`src/rtl/tmr_pkg.sv`:
```
`timescale 1ns/1ps
package tmr_pkg;

  localparam int CNT_W   = 32;
  localparam int VEC_W   = 8;
  localparam int SHIFT_W = 3;
  localparam int CFG_W   = 4;
  localparam int CTRL_W  = 32;

  // control word field positions
  localparam int CTRL_PERIODIC_BIT = 17;
  localparam int CTRL_MASK_BIT     = 16;

  typedef struct packed {
    logic             periodic;
    logic             masked;
    logic [VEC_W-1:0] vector;
  } tmr_ctrl_t;

  // scattered 3-bit divide code, shift = code + 1 wrapping at 8
  function automatic logic [SHIFT_W-1:0] cfg_to_shift(input logic [CFG_W-1:0] cfg);
    logic [SHIFT_W-1:0] code;
    code = {cfg[3], cfg[1:0]};
    return code + SHIFT_W'(1);
  endfunction

endpackage

```
`src/rtl/tmr_prescaler.sv`:
```
`timescale 1ns/1ps
module tmr_prescaler #(
  parameter int SHIFT_W = 3
) (
  input  logic               clk,
  input  logic               rst,
  input  logic               tick_i,
  input  logic               restart_i,
  input  logic [SHIFT_W-1:0] shift_i,
  output logic               div_tick_o
);

  localparam int PRE_W = (1 << SHIFT_W) - 1;

  logic [PRE_W-1:0] pre_q;
  logic [PRE_W-1:0] pre_mask;
  logic             at_end;

  // bit b of the phase counter takes part when the shift exceeds b
  for (genvar b = 0; b < PRE_W; b++) begin : g_mask
    assign pre_mask[b] = (shift_i > SHIFT_W'(b));
  end

  assign at_end     = &(pre_q | ~pre_mask);
  assign div_tick_o = tick_i && !restart_i && at_end;

  always_ff @(posedge clk) begin
    if (rst || restart_i) begin
      pre_q <= '0;
    end else if (tick_i) begin
      pre_q <= at_end ? '0 : pre_q + PRE_W'(1);
    end
  end

endmodule

```
`src/rtl/tmr_cfg_regs.sv`:
```
`timescale 1ns/1ps
module tmr_cfg_regs
  import tmr_pkg::*;
#(
  parameter int CNT_W_P = CNT_W
) (
  input  logic               clk,
  input  logic               rst,
  input  logic               init_we,
  input  logic [CNT_W_P-1:0] init_data,
  input  logic               div_we,
  input  logic [CFG_W-1:0]   div_cfg,
  input  logic               ctrl_we,
  input  logic [CTRL_W-1:0]  ctrl_data,
  output logic [CNT_W_P-1:0] init_q,
  output logic [SHIFT_W-1:0] shift_q,
  output tmr_ctrl_t          ctrl_q,
  output logic               restart
);

  logic cfg_unused;
  logic ctrl_unused;

  assign cfg_unused  = div_cfg[2];
  assign ctrl_unused = ^{ctrl_data[CTRL_W-1:CTRL_PERIODIC_BIT+1],
                         ctrl_data[CTRL_MASK_BIT-1:VEC_W]};

  assign restart = init_we || div_we;

  always_ff @(posedge clk) begin
    if (rst) begin
      init_q  <= '0;
      shift_q <= cfg_to_shift('0);
      ctrl_q  <= '{periodic: 1'b0, masked: 1'b1, vector: '0};
    end else begin
      if (init_we) init_q  <= init_data;
      if (div_we)  shift_q <= cfg_to_shift(div_cfg);
      if (ctrl_we) begin
        ctrl_q.periodic <= ctrl_data[CTRL_PERIODIC_BIT];
        ctrl_q.masked   <= ctrl_data[CTRL_MASK_BIT];
        ctrl_q.vector   <= ctrl_data[VEC_W-1:0];
      end
    end
  end

endmodule

```
`src/rtl/tmr_countdown.sv`:
```
`timescale 1ns/1ps
module tmr_countdown #(
  parameter int CNT_W = 32,
  parameter int VEC_W = 8
) (
  input  logic             clk,
  input  logic             rst,
  input  logic             load_i,
  input  logic [CNT_W-1:0] load_val_i,
  input  logic [CNT_W-1:0] reload_val_i,
  input  logic             div_tick_i,
  input  logic             periodic_i,
  input  logic             masked_i,
  input  logic [VEC_W-1:0] vector_i,
  output logic [CNT_W-1:0] count_o,
  output logic             irq_o,
  output logic [VEC_W-1:0] irq_vec_o
);

  logic [CNT_W-1:0] cnt_q;
  logic             armed_q;
  logic             irq_q;
  logic [VEC_W-1:0] vec_q;
  logic             at_zero;
  logic             expire;

  assign at_zero = (cnt_q == '0);
  // one-shot expires once from zero; periodic expires at every wrap
  assign expire  = div_tick_i && at_zero && (periodic_i || armed_q);

  always_ff @(posedge clk) begin
    if (rst) begin
      cnt_q   <= '0;
      armed_q <= 1'b0;
      irq_q   <= 1'b0;
      vec_q   <= '0;
    end else begin
      irq_q <= 1'b0;
      if (load_i) begin
        cnt_q   <= load_val_i;
        armed_q <= |load_val_i;
      end else if (div_tick_i) begin
        if (!at_zero) begin
          cnt_q <= cnt_q - CNT_W'(1);
        end else if (periodic_i) begin
          cnt_q   <= reload_val_i;
          armed_q <= 1'b0;
        end else begin
          armed_q <= 1'b0;
        end
        if (expire) begin
          irq_q <= !masked_i;
          vec_q <= vector_i;
        end
      end
    end
  end

  assign count_o   = cnt_q;
  assign irq_o     = irq_q;
  assign irq_vec_o = vec_q;

endmodule

```
`src/rtl/tick_countdown_timer.sv`:
```
`timescale 1ns/1ps
module tick_countdown_timer
  import tmr_pkg::*;
(
  input  logic              clk,
  input  logic              rst,
  input  logic              tick_i,
  input  logic              init_we,
  input  logic [CNT_W-1:0]  init_data,
  input  logic              div_we,
  input  logic [CFG_W-1:0]  div_cfg,
  input  logic              ctrl_we,
  input  logic [CTRL_W-1:0] ctrl_data,
  output logic [CNT_W-1:0]  cur_count,
  output logic              irq_valid,
  output logic [VEC_W-1:0]  irq_vector,
  output logic              irq_level
);

  logic [CNT_W-1:0]   init_q;
  logic [SHIFT_W-1:0] shift_q;
  tmr_ctrl_t          ctrl_q;
  logic               restart;
  logic               div_tick;
  logic               ctrl_mask;
  logic               ctrl_periodic;
  logic [VEC_W-1:0]   ctrl_vec;

  tmr_cfg_regs #(.CNT_W_P(CNT_W)) u_regs (
    .clk       (clk),
    .rst       (rst),
    .init_we   (init_we),
    .init_data (init_data),
    .div_we    (div_we),
    .div_cfg   (div_cfg),
    .ctrl_we   (ctrl_we),
    .ctrl_data (ctrl_data),
    .init_q    (init_q),
    .shift_q   (shift_q),
    .ctrl_q    (ctrl_q),
    .restart   (restart)
  );

  tmr_prescaler #(.SHIFT_W(SHIFT_W)) u_pre (
    .clk        (clk),
    .rst        (rst),
    .tick_i     (tick_i),
    .restart_i  (restart),
    .shift_i    (shift_q),
    .div_tick_o (div_tick)
  );

  assign ctrl_mask     = ctrl_q.masked;
  assign ctrl_periodic = ctrl_q.periodic;
  assign ctrl_vec      = ctrl_q.vector;

  tmr_countdown #(.CNT_W(CNT_W), .VEC_W(VEC_W)) u_cnt (
    .clk          (clk),
    .rst          (rst),
    .load_i       (init_we),
    .load_val_i   (init_data),
    .reload_val_i (init_q),
    .div_tick_i   (div_tick),
    .periodic_i   (ctrl_periodic),
    .masked_i     (ctrl_mask),
    .vector_i     (ctrl_vec),
    .count_o      (cur_count),
    .irq_o        (irq_valid),
    .irq_vec_o    (irq_vector)
  );

  assign irq_level = 1'b0;

endmodule

```
`config.mk`:
```
export PLATFORM = sky130hd
export DESIGN_NAME = tick_countdown_timer
export DESIGN_NICKNAME = d
export VERILOG_FILES = /design/src/rtl/tmr_pkg.sv /design/src/rtl/tmr_prescaler.sv /design/src/rtl/tmr_cfg_regs.sv /design/src/rtl/tmr_countdown.sv /design/src/rtl/tick_countdown_timer.sv
export SDC_FILE = /design/constraint.sdc
export NUM_CORES = 1
export LEC_CHECK = 0
export BUFFER_PORTS_ARGS = -buffer_cell sky130_fd_sc_hd__buf_2
export CAP_MARGIN = 20
export CORE_UTILIZATION = 54
export DETAILED_ROUTE_END_ITERATION = 16
export PLACE_DENSITY_LB_ADDON = 0.1
export SLEW_MARGIN = 5
export SYNTH_ARGS = -nofsm -noshare
export SYNTH_HDL_FRONTEND = slang
export SYNTH_SLANG_ARGS = --single-unit
```
`constraint.sdc`:
```
create_clock -name clk -period 2.75 [get_ports clk]
set_input_delay 0.825 -clock clk [delete_from_list [all_inputs] [get_ports clk]]
set_output_delay 0.825 -clock clk [all_outputs]
set_load 0.005 [all_outputs]
```
==> Word-level counts from Yosys, hierarchy flattened <==
Index checks and enable logic that the tools add are counted.
{ "classes": {"addsub": 3, "n_lt_le_gt_ge": 7, "eq_ne": 1, "muxes": 8, "n_bitwise": 5, "reduce_logical": 18} }
{ "ops": {"columns": ["cell", "count"], "rows": [
  ["$mux W32", 4],
  ["$logic_not A32 Y1", 1],
  ["$reduce_or A32 Y1", 1],
  ["$sub A32 B1 Y32 const B", 1],
  ["$gt A3 B3 Y1 const B", 3],
  ["$add A7 B1 Y7 const B", 1],
  ["$mux W7", 1],
  ["$not A7 Y7", 1],
  ["$or A7 B7 Y7", 1],
  ["$reduce_and A7 Y1", 1],
  ["$gt A3 B1 Y1 const B", 2],
  ["$gt A3 B2 Y1 const B", 2],
  ["$logic_and A1 B1 Y1", 4],
  ["$reduce_and A2 Y1", 2],
  ["$reduce_bool A2 Y1", 2],
  ["$reduce_or A4 Y1", 1],
  ["$add A3 B1 Y3 const B", 1],
  ["$logic_or A1 B1 Y1", 3],
  ["$mux W1", 3],
  ["$ne A3 B3 Y1 const B", 1],
  ["$not A1 Y1", 3],
  ["$reduce_and A3 Y1", 1],
  ["$logic_not A1 Y1", 2]
]} }
{ "totals": {"regBits": 94, "out_inout_bits": 42, "word_cells": 52} }

==> Depth between registers and ports, before layout <==
Gate-level depths: netlist of run 1.
{ "depth": {"word_depth": 9, "mapped_depth": 11, "ltp_nobuf": 9} }

==> Cells and area by module <==
Synthesis of run 1 repeated with hierarchy kept, for this count alone.
{ "hier_totals": {"hier_cells": 545, "area_unflattened_um2": 4814.6} }
{ "by_module_without_submodules": {"columns": ["module", "n_inst", "cells_per_inst", "area_per_inst_um2", "seq_area_each_um2"], "rows": [
  ["tmr_countdown", 1, 350, 2770.2, 840.8],
  ["tmr_cfg_regs", 1, 149, 1654.1, 900.9],
  ["tmr_prescaler", 1, 44, 379.1, 140.1],
  ["tick_countdown_timer", 1, 2, 11.3, 0.0]
]} }

==> Worst setup path after synthesis of run 1 <==
Ideal clock, no wire load.
{ "synth_timing": {"kind": "input-to-reg", "start": "in init_we", "end": "reg u_cnt.cnt_q[11] (netlist: u_cnt.count_o[11])", "setup_time_ps": 88, "arrival_ps": 2255, "required_time_ps": 2662, "path_slack_ps": 407, "cell_stages": 7, "path_cell_list": "clkbuf_1 nor2_1 nand3_1 o21ai_1 clkbuf_1 nor2_1 a311oi_2"} }
{ "synth_via": {"elab_chain_len": 6, "word_cells_on_any_way": 8, "cone_classes": "1 x eq/ne; 1 x mux; 6 x reduce/logical"} }
{ "synth_lines": {"columns": ["item", "line", "rtl"], "rows": [
  ["start, declared", "tick_countdown_timer.sv:8", "input logic init_we,"],
  ["$logic_or A1 B1 Y1", "tmr_cfg_regs.sv:28", "assign restart = init_we || div_we;"],
  ["$logic_not A1 Y1", "tmr_prescaler.sv:25", "assign div_tick_o = tick_i && !restart_i && at_end;"],
  ["$logic_and A1 B1 Y1 (2 in series)", "tmr_prescaler.sv:25", null],
  ["$reduce_bool A2 Y1 (no line)", null, null],
  ["$reduce_and A2 Y1 (no line)", null, null],
  ["end signal, assigned", "tmr_countdown.sv:40", "cnt_q <= load_val_i;"],
  ["end signal, assigned", "tmr_countdown.sv:44", "cnt_q <= cnt_q - CNT_W'(1);"],
  ["end signal, assigned", "tmr_countdown.sv:46", "cnt_q <= reload_val_i;"],
  ["end, declared", "tmr_countdown.sv:20", "logic [CNT_W-1:0] cnt_q;"]
]} }
Several ways; a longest one is shown, not always the timed one.
A chain may end at the register's enable or synchronous reset.

==> Final worst setup path of run 1 <==
{ "layout_timing": {"start": "reg u_cnt.cnt_q[2] (netlist: u_cnt.count_o[2])", "end": "reg u_cnt.cnt_q[29] (netlist: u_cnt.count_o[29])"} }
{ "layout_via": {"elab_chain_len": 4, "word_cells_on_any_way": 7, "cone_classes": "1 x add/sub; 1 x eq/ne; 3 x mux; 2 x reduce/logical"} }
{ "layout_lines": {"columns": ["item", "line", "rtl"], "rows": [
  ["$sub A32 B1 Y32 or $logic_not A32 Y1 (tied branches)", "tmr_countdown.sv:44, tmr_countdown.sv:27", null],
  ["$mux W32", "tmr_countdown.sv:43", "if (!at_zero) begin"],
  ["$mux W32", "tmr_countdown.sv:42", "end else if (div_tick_i) begin"],
  ["$mux W32", "tmr_countdown.sv:39", "if (load_i) begin"]
]} }
Several ways; a longest one is shown, not always the timed one. The select of a mux whose other input is x is not followed.

==> flow_metrics.py, run 1 <==
metrics = {
    "placement": {
        "gp_congestion": 0.846,
        "io_buffers": 91,
        "dp_hpwl_um": 8860,
    },
    "synthesis": {
        "synth_area_leader_cell": "dfxtp_1",
        "syn_area_um2": 4770,
        "synth_top_flop_cell": "dfxtp_1",
        "yosysMostFrequentCell": "dfxtp_1",
        "ys_seq_elements": 94,
        "synth_commonest_cells": "dfxtp_1 (94), nor2_1 (90), nand2_1 (48), mux2i_1 (39)",
        "yosysWarnings": 0,
        "synth_cell_types": 57,
        "syn-num-nets": 645,
        "synth_seq_area_share_pct": 39.5,
        "synth_area_leaders": "dfxtp_1 (39%), mux2i_1 (8.2%), nor2_1 (7.1%)",
        "synthArstFlopShare_pct": 0,
        "synth_edf_count": 0,
        "syn_inst": 567,
        "synth_top_area_share_pct": 39.5,
        "syn_area_per_cell_um2": 8.41,
    },
    "clocking": {
        "cts_buffer_depth": 2,
        "cts-root-buf": "clkbuf_8",
        "cts_tree": "yes",
        "clk-insertion-delay-late_ns": 0.36,
        "postCtsHoldBufs": 0,
        "cts_resized": 0,
        "htreeDepth": 3,
        "cts_sinks": 94,
        "numCtsBuffers": 9,
        "path_clk_slew_ns": 0.10,
        "post-cts-setup-buffers": 0,
    },
    "worst_setup_path": {
        "start_kind": "flip-flop",
        "required_ns": 2.99,
        "worstSetupPathType": "flip-flop to flip-flop",
        "crit_chain": "or4_1 > nor2b_1 > nand4_1 > or3_1 > a221oi_1 > o32ai_1",
        "critPathArrivalTime_ns": 2.84,
        "cp-end-kind": "flip-flop",
        "reg2reg_slack_ns": 0.16,
        "cpMaxStageDelayCell": "or4_1",
        "crit-reg2reg-launch": "u_cnt.count_o[2]",
        "rr_endpoint": "u_cnt.count_o[29]",
        "critPathMaxStageDelay_ns": 0.61,
        "crit_fanout": 9,
        "reg2reg_depth": 6,
    },
    "finish": {
        "nets": 729,
        "antenna_cells": 0,
        "area_growth_pct": 16.7,
        "drive_gt1_share_pct": 22.3,
        "filler_cell_count": 730,
    },
    "sta": {
        "period_share_pct": 94.3,
        "slew_viol_final": 0,
        "hold_viol_final": 0,
        "finalSetupTns_ns": 0,
        "fin_skew_ns": 0.0151,
        "worst_pin_slew_ns": 0.564,
        "fin_crit_ns": 2.59,
        "rsz0062_at_grt": "false",
        "relSlewSlack_pct": 62.4,
        "achievable-frequency_mhz": 385,
        "setup_violations": 0,
    },
    "floorplan": {
        "die_y_um": 96.0,
        "initial_core_util_pct": 56.9,
        "core_region_area_um2": 8380,
        "dieArea_um2": 9210,
        "die_x_um": 96.0,
        "rows": 33,
        "ios": 116,
    },
    "power_and_ir_drop": {
        "ir_drop_mv": 0.328,
        "p_total_mw": 3.00,
        "leakage_nw": 2.34,
        "powerDensity_nw_per_um2": 539,
    },
    "detailed_routing": {
        "ant_nets": 0,
        "route.detailed.drc": 0,
        "dr.pass1.iters": 5,
        "num_vias": 4666,
        "drt_first_iter_violations": 411,
        "routedWlPerCell_um": 17.0,
        "vias_per_cell": 6.13,
        "wl_um": 12900,
    },
    "global_route": {
        "grt_pass1_wl_um": 20600,
        "grt-ovfl-total": 0,
        "antenna_found_initial": 0,
        "grt_pass1_vias": 4237,
        "grtUsageTotal_pct": 29.0,
        "grt_max_degree": 89,
    },
    "status": {
        "run_status": "finished, final reports clean",
    },
    "min_path": {
        "worst_hold_path_type": "flip-flop to flip-flop",
        "whs_path_depth": 1,
        "hold_start": "u_regs.ctrl_q[8]",
        "worst_hold_path.endpoint": "u_cnt.irq_o",
    },
    "flow_run": {
        "max_cap_violations": 0,
    },
}
==> cell usage in the layout, fill, tap and decap left out, types with 11 or more instances in the layout <==
| master | instances |
|---|---|
| nor3_1 | 20 |
| nor4_1 | 12 |
| dfxtp_1 | 94 |
| a21oi_1 | 29 |
| xor2_1 | 12 |
| o211ai_1 | 11 |
| buf_2 | 91 |
| mux2i_1 | 39 |
| a211oi_1 | 13 |
| o21ai_0 | 12 |
| nor2_1 | 90 |
| nand3_1 | 18 |
| nand2_1 | 48 |
| buf_4 | 22 |
==> power breakdown <==
part           total, mW  switching, mW  internal, mW
registers           1.52         0.0863          1.43
logic              0.517          0.290         0.227
clock network      0.959          0.509         0.450
==> final cells by class <==
cell class | instances | area [µm²] | share of cell area [%]
Clock buffer | 10 | 138 | 2.47
Inverter | 5 | 18.8 | 0.337
Clock inverter | 6 | 67.6 | 1.21
Tap cell | 105 | 131 | 2.36
Multi-Input combinational cell | 427 | 2690 | 48.3
Sequential cell | 94 | 1880 | 33.8
Timing Repair Buffer | 114 | 641 | 11.5
==> layer usage <==
metal / up-vias / track usage (%) / wire length, µm
met3: 24 / 4.11 / 778
met5: - / 0 / 0
met2: 177 / 46.3 / 6060
met1: 2224 / 39.1 / 5800
li1: 2241 / - / -
met4: 0 / 11.7 / 274
==> critical path, delay by kind of cell (launching register included) <==
family	cells	cell delay [ns]
compound gates	2	0.37
flops	1	0.43
simple gates	4	1.68
==> sequential cells by signal (all words and copies together) (netlist names) <==
signal and cells:
u_cnt.count_o 32, u_regs.shift_q 3, u_regs.init_q 32, u_pre.pre_q 7, u_cnt.irq_vec_o 8, u_cnt.irq_o 1, u_cnt.armed_q 1, u_regs.ctrl_q 10
==> stage by stage <==
step	hold WS [ns]	worst slack, ns	util, %	instance area [µm²]	std cells
after floorplan	0.388	0.407	-	4770	567
after global placement	0.407	0.149	63.8	5350	745
after detailed placement	0.401	0.148	63.8	5350	745
after CTS	0.419	0.225	66.2	5550	761
after global routing	0.451	0.0237	66.4	5560	761
final	0.414	0.156	66.4	5560	761
==> how the worst max path moves through the flow <==
| stage | end | startpoint |
|---|---|---|
| 2_1_floorplan | u_cnt.count_o[11] | init_we |
| 3_3_place_gp | u_cnt.irq_vec_o[3] | tick_i |
| 3_5_place_dp | u_cnt.irq_vec_o[5] | tick_i |
| 4_1_cts | u_cnt.count_o[17] | u_cnt.count_o[0] |
| 5_1_grt | u_cnt.count_o[10] | u_cnt.count_o[28] |
| 6_report | u_cnt.count_o[29] | u_cnt.count_o[2] |
==> logic make-up after synthesis <==
group / Yosys count / synth area share [%]
other: 1 / 0.0786
XOR/XNOR: 21 / 3.86
adder cells (fa/ha/maj): 4 / 1.05
flip-flops: 94 / 39.5
AO/OA/AOI/OAI: 130 / 18.9
multiplexers: 39 / 8.18
buffers and inverters: 46 / 4.49
AND/OR/NAND/NOR: 232 / 24.0
(Power assumes the default switching activity.)
==> run 2, diff against run 1 <==
--- a/config.mk
+++ b/config.mk
@@ -7,7 +7,7 @@
 export LEC_CHECK = 0
 export BUFFER_PORTS_ARGS = -buffer_cell sky130_fd_sc_hd__buf_2
 export CAP_MARGIN = 20
-export CORE_UTILIZATION = 54
+export CORE_UTILIZATION = 25
 export DETAILED_ROUTE_END_ITERATION = 16
 export PLACE_DENSITY_LB_ADDON = 0.1
 export SLEW_MARGIN = 5
==> constraint.sdc (replaced) <==
create_clock -name clk -period 3.05 [get_ports clk]
set_input_delay 0.915 -clock clk [delete_from_list [all_inputs] [get_ports clk]]
set_output_delay 0.915 -clock clk [all_outputs]
set_load 0.005 [all_outputs]
==> run 2 against run 1 <==
Combinational power shrank 7.7%. Clock power grew 20%. Global-route usage shrank 12 points. Critical path depth grew 1. Clock-buffer cell count grew 2. Final area grew 4.7%. Routed wire length grew 20%. Sequential power shrank 9.9%. Critical endpoint is now u_cnt.irq_vec_o[7]. Largest cell class unchanged.
==> flow_metrics.py, run 2 (synthesis gave the netlist of run 1 again) <==
metrics = {
    "detailed_routing": {
        "ant_nets": 0,
        "dr.pass1.iters": 5,
        "wl_um": 15500,
        "route.detailed.drc": 0,
        "num_vias": 4540,
        "drt_first_iter_violations": 249,
        "vias_per_cell": 5.09,
        "routedWlPerCell_um": 17.4,
    },
    "worst_setup_path": {
        "reg2reg_depth": 7,
        "crit_start": "u_cnt.count_o[16]",
        "cp-end-kind": "flip-flop",
        "crit_end": "u_cnt.irq_vec_o[7]",
        "reg2reg_slack_ns": 0.35,
        "crit_fanout": 21,
        "critPathArrivalTime_ns": 2.93,
        "required_ns": 3.28,
        "crit-reg2reg-launch": "u_cnt.count_o[16]",
        "cpMaxStageDelayCell": "or4_4",
        "start_kind": "flip-flop",
        "rr_endpoint": "u_cnt.irq_vec_o[7]",
        "crit_chain": "nor4_1 > nand2_2 > or4_4 > nor3_4 > buf_4 > mux2i_1 > nor2_1",
        "worstSetupPathType": "flip-flop to flip-flop",
        "critPathMaxStageDelay_ns": 0.78,
    },
    "status": {
        "run_status": "finished, final reports clean",
    },
    "placement": {
        "pre_cts_slack_ns": 0.249,
        "gp_congestion": 0.728,
        "dp_hpwl_um": 10800,
        "io_buffers": 91,
        "placed_cell_area_um2": 5540,
        "dp.cells": 876,
    },
    "clocking": {
        "cts-root-buf": "clkbuf_16",
        "path_clk_slew_ns": 0.07,
        "cts_tree": "yes",
        "post-cts-setup-buffers": 0,
        "postCtsHoldBufs": 0,
        "cts_resized": 0,
        "numCtsBuffers": 9,
        "htreeDepth": 3,
        "cts_buffer_depth": 2,
        "cts_sinks": 94,
        "clk-insertion-delay-late_ns": 0.35,
    },
    "sta": {
        "timing.hold.ws_ns": 0.435,
        "finalSetupTns_ns": 0,
        "fin_skew_ns": 0.00698,
        "relSlewSlack_pct": 61.3,
        "achievable-frequency_mhz": 370,
        "rsz0062_at_grt": "false",
        "period_share_pct": 88.5,
        "setup_slack_ns": 0.350,
        "slew_viol_final": 0,
        "hold_viol_final": 0,
        "setup_violations": 0,
        "worst_pin_slew_ns": 0.575,
        "fin_crit_ns": 2.70,
    },
    "finish": {
        "fin_area_um2": 5830,
        "area_growth_pct": 22.2,
        "final_common_cell": "dfxtp_1",
        "final_core_util_pct": 31.2,
        "drive_gt1_share_pct": 21.8,
        "nets": 731,
        "finalNonFillerCells": 892,
        "layout_common_cells": "dfxtp_1 (94), buf_2 (91), nor2_1 (90)",
    },
    "floorplan": {
        "initial_core_util_pct": 25.5,
        "die_x_um": 140,
        "die_y_um": 140,
        "core_region_area_um2": 18700,
        "ios": 116,
        "rows": 50,
        "dieArea_um2": 19600,
    },
    "flow_run": {
        "max_cap_violations": 0,
    },
    "global_route": {
        "grt_pass1_wl_um": 25300,
        "antenna_found_initial": 0,
        "grt_max_degree": 89,
        "grt-ovfl-total": 0,
        "grt_pass1_vias": 4621,
        "grtUsageTotal_pct": 16.5,
    },
    "min_path": {
        "worst_hold_path_type": "flip-flop to flip-flop",
        "whs_path_depth": 1,
    },
    "power_and_ir_drop": {
        "ir_drop_mv": 0.265,
        "powerDensity_nw_per_um2": 515,
        "p_total_mw": 3.00,
        "leakage_nw": 2.39,
    },
}
-- run 2: cell count changes in the layout (fill, tap and decap cells not counted) --
| cell | previous run | this run |
|---|---|---|
| buf_12 | 1 | 2 |
| buf_4 | 22 | 23 |
| clkbuf_1 | 0 | 2 |
| clkbuf_16 | 0 | 9 |
| clkbuf_8 | 10 | 1 |
| clkinvlp_4 | 2 | 0 |
| diode_2 | 0 | 1 |
| inv_6 | 2 | 1 |
| nor4_1 | 12 | 13 |
| nor4_2 | 2 | 1 |
| nor4b_1 | 1 | 2 |
| nor4b_2 | 1 | 0 |
-- run 2: worst max-delay path: cells and delay by family, from the launching register on --
kind | cells | cell delay (ns)
and+or+nand+nor | 5 | 1.75
DFF | 1 | 0.39
buffers and inverters | 1 | 0.23
muxes | 1 | 0.21
-- run 2: cell type report --
type                    count  area, µm²
clock inverters             3       43.8
flip-flops and latches     94       1880
multi-input cells         427       2670
clock buffers              12        246
well taps                 234        293
repair buffers            116        668
diodes                      1       2.50
inverters                   5       18.8
fillers                  2016      12900
-- run 2: worst min path at each step --
stage                           startpoint          end  slack (ns)
after floorplan           u_regs.ctrl_q[8]  u_cnt.irq_o        0.39
final                     u_regs.ctrl_q[8]  u_cnt.irq_o        0.43
after CTS                 u_regs.ctrl_q[8]  u_cnt.irq_o        0.43
after detailed placement  u_regs.ctrl_q[8]  u_cnt.irq_o        0.41
after global placement    u_regs.ctrl_q[8]  u_cnt.irq_o        0.41
after global routing      u_regs.ctrl_q[8]  u_cnt.irq_o        0.44
-- run 2: power by group --
part / internal (mW) / total [mW] / switching (mW)
Sequential: 1.29 / 1.37 / 0.0779
Combinational: 0.209 / 0.477 / 0.268
Clock: 0.657 / 1.15 / 0.497
-- run 2: metal layers --
metal / vias up / global-route usage, % / part of all wire [%]
met2: 111 / 27.2 / 47
li1: 2244 / - / -
met4: 0 / 6.07 / 2.1
met1: 2168 / 20.8 / 45
met3: 17 / 4.07 / 5.5
met5: - / 0 / 0
==> run 3, diff against run 2 <==
--- a/config.mk
+++ b/config.mk
@@ -7,7 +7,7 @@
 export LEC_CHECK = 0
 export BUFFER_PORTS_ARGS = -buffer_cell sky130_fd_sc_hd__buf_2
 export CAP_MARGIN = 20
-export CORE_UTILIZATION = 25
+export CORE_UTILIZATION = 51
 export DETAILED_ROUTE_END_ITERATION = 16
 export PLACE_DENSITY_LB_ADDON = 0.1
 export SLEW_MARGIN = 5
==> constraint.sdc (replaced) <==
create_clock -name clk -period 3.05 [get_ports clk]
set_input_delay 0.915 -clock clk [delete_from_list [all_inputs] [get_ports clk]]
set_output_delay 0.915 -clock clk [all_outputs]
set_load 0.02 [all_outputs]
==> run 3 against run 2 <==
Via count rose by 1.0%. Register-to-register slack improved by 0.02 ns. Sequential share of layout area up 1.7 points. Largest cell class unchanged. Largest power group unchanged.
==> flow_metrics.py, run 3 (synthesis gave the netlist of run 1 again) <==
metrics = {
    "sta": {
        "worst_pin_slew_ns": 0.574,
        "fin_crit_ns": 2.68,
        "fin_skew_ns": 0.0108,
        "achievable-frequency_mhz": 373,
        "period_share_pct": 87.9,
        "relSlewSlack_pct": 61.4,
        "rsz0062_at_grt": "false",
        "finalSetupTns_ns": 0,
        "hold_viol_final": 0,
        "setup_violations": 0,
        "setup_slack_ns": 0.370,
        "slew_viol_final": 0,
    },
    "finish": {
        "filler_cell_count": 798,
        "multiInputGateArea_um2": 2680,
        "antenna_cells": 0,
        "layout_common_cells": "dfxtp_1 (94), buf_2 (91), nor2_1 (90)",
        "drive_gt1_share_pct": 22.2,
        "regArea_um2": 1880,
        "final_common_cell": "dfxtp_1",
        "nets": 730,
        "area_growth_pct": 16.0,
    },
    "worst_setup_path": {
        "critPathMaxStageDelay_ns": 0.60,
        "crit_fanout": 11,
        "cp-end-kind": "flip-flop",
        "cpMaxStageDelayCell": "or3_1",
        "critPathArrivalTime_ns": 2.94,
        "required_ns": 3.31,
        "crit_chain": "inv_1 > ha_1 > nor4b_1 > nand4_2 > or3_1 > buf_4 > nand3_1 > o211ai_1 > a311oi_1",
        "worstSetupPathType": "flip-flop to flip-flop",
        "cp_num_buf_inv": 2,
        "start_kind": "flip-flop",
        "cp_top_family": "simple AND/OR/NAND/NOR gates",
    },
    "floorplan": {
        "initial_core_util_pct": 53.6,
        "ios": 116,
        "dieArea_um2": 9740,
        "die_y_um": 98.7,
        "rows": 34,
        "core_region_area_um2": 8890,
        "die_x_um": 98.7,
    },
    "global_route": {
        "grt_max_degree": 41,
        "grt-ovfl-total": 0,
        "grt_pass1_wl_um": 21000,
        "grtUsageTotal_pct": 27.3,
        "grt_pass1_vias": 4261,
        "antenna_found_initial": 0,
    },
    "clocking": {
        "numCtsBuffers": 9,
        "cts_sinks": 94,
        "cts_buffer_depth": 2,
        "htreeDepth": 3,
        "postCtsHoldBufs": 0,
        "cts-root-buf": "clkbuf_8",
        "cts_tree": "yes",
        "clk-insertion-delay-late_ns": 0.37,
        "post-cts-setup-buffers": 0,
        "path_clk_slew_ns": 0.10,
    },
    "status": {
        "run_status": "finished, final reports clean",
    },
    "placement": {
        "gp_congestion": 0.844,
        "io_buffers": 91,
        "dp_hpwl_um": 9080,
        "pre_cts_slack_ns": 0.212,
    },
    "detailed_routing": {
        "dr.pass1.iters": 4,
        "wl_um": 13000,
        "ant_nets": 0,
        "routedWlPerCell_um": 17.0,
        "route.detailed.drc": 0,
        "vias_per_cell": 5.99,
        "num_vias": 4586,
        "drt_first_iter_violations": 306,
    },
    "power_and_ir_drop": {
        "leakage_nw": 2.33,
        "ir_drop_mv": 0.267,
        "powerDensity_nw_per_um2": 484,
    },
    "min_path": {
        "worst_hold_path_type": "flip-flop to flip-flop",
    },
    "flow_run": {
        "max_cap_violations": 0,
    },
}
[run 3: cell types whose count changed in the layout (fill, tap and decap cells not counted), sizes merged]
cell | previous run | this run
diode | 1 | 0
bufinv | 1 | 0
clkbuf | 12 | 9
inv | 5 | 8
clkinv | 2 | 4
buf | 116 | 115
[run 3: path summary, 6_finish.rpt]
| kind | from | endpoint | slack (ns) | cells after the start |
|---|---|---|---|---|
| hold / removal | u_regs.ctrl_q[8] | u_cnt.irq_o | 0.43 | 1 |
| setup reg to reg | u_cnt.count_o[0] | u_cnt.count_o[3] | 0.37 | 9 |
| setup / recovery | u_cnt.count_o[0] | u_cnt.count_o[3] | 0.37 | 9 |
| hold reg to reg | u_regs.ctrl_q[8] | u_cnt.irq_o | 0.43 | 1 |
[run 3: power breakdown]
part,leakage (nW),switching [mW],internal (mW)
logic,1.46,0.298,0.205
registers,0.774,0.0706,1.29
clock network,0.0967,0.496,0.316
total,2.33,0.865,1.81
[run 3: layout make-up]
type / count / area share, %
Multi-Input combinational cell: 427 / 48.3
Sequential cell: 94 / 34.0
Timing Repair Buffer: 115 / 11.5
Tap cell: 108 / 2.44
Clock buffer: 9 / 2.24
Clock inverter: 7 / 1.15
Inverter: 5 / 0.339
[run 3: stage by stage]
step / total power [mW] / cells / utilization, % / instance area [µm²] / hold slack, ns
global placement: 1.88 / 749 / 60.1 / 5350 / 0.403
CTS: 2.69 / 765 / 62.2 / 5530 / 0.426
detailed placement: 1.89 / 749 / 60.1 / 5350 / 0.402
finish: 2.68 / 765 / 62.2 / 5530 / 0.428
floorplan: 1.72 / 567 / - / 4770 / 0.388
global route: 2.80 / 765 / 62.2 / 5530 / 0.444
[run 3: metal layers]
| layer | share of wire (%) | GRT usage, % | up-vias |
|---|---|---|---|
| li1 | - | - | 2246 |
| met1 | 45 | 36.2 | 2194 |
| met2 | 48 | 46.2 | 130 |
| met3 | 5.3 | 4.11 | 16 |
| met4 | 1.3 | 7.81 | 0 |
| met5 | 0 | 0 | - |
[run 3: timing repair]
| item | 4_1_cts | 5_1_grt |
|---|---|---|
| hold endpoints to repair | 0 | 0 |
| resized for setup | 0 | 1 |
| setup endpoints to repair | 0 | 4 |
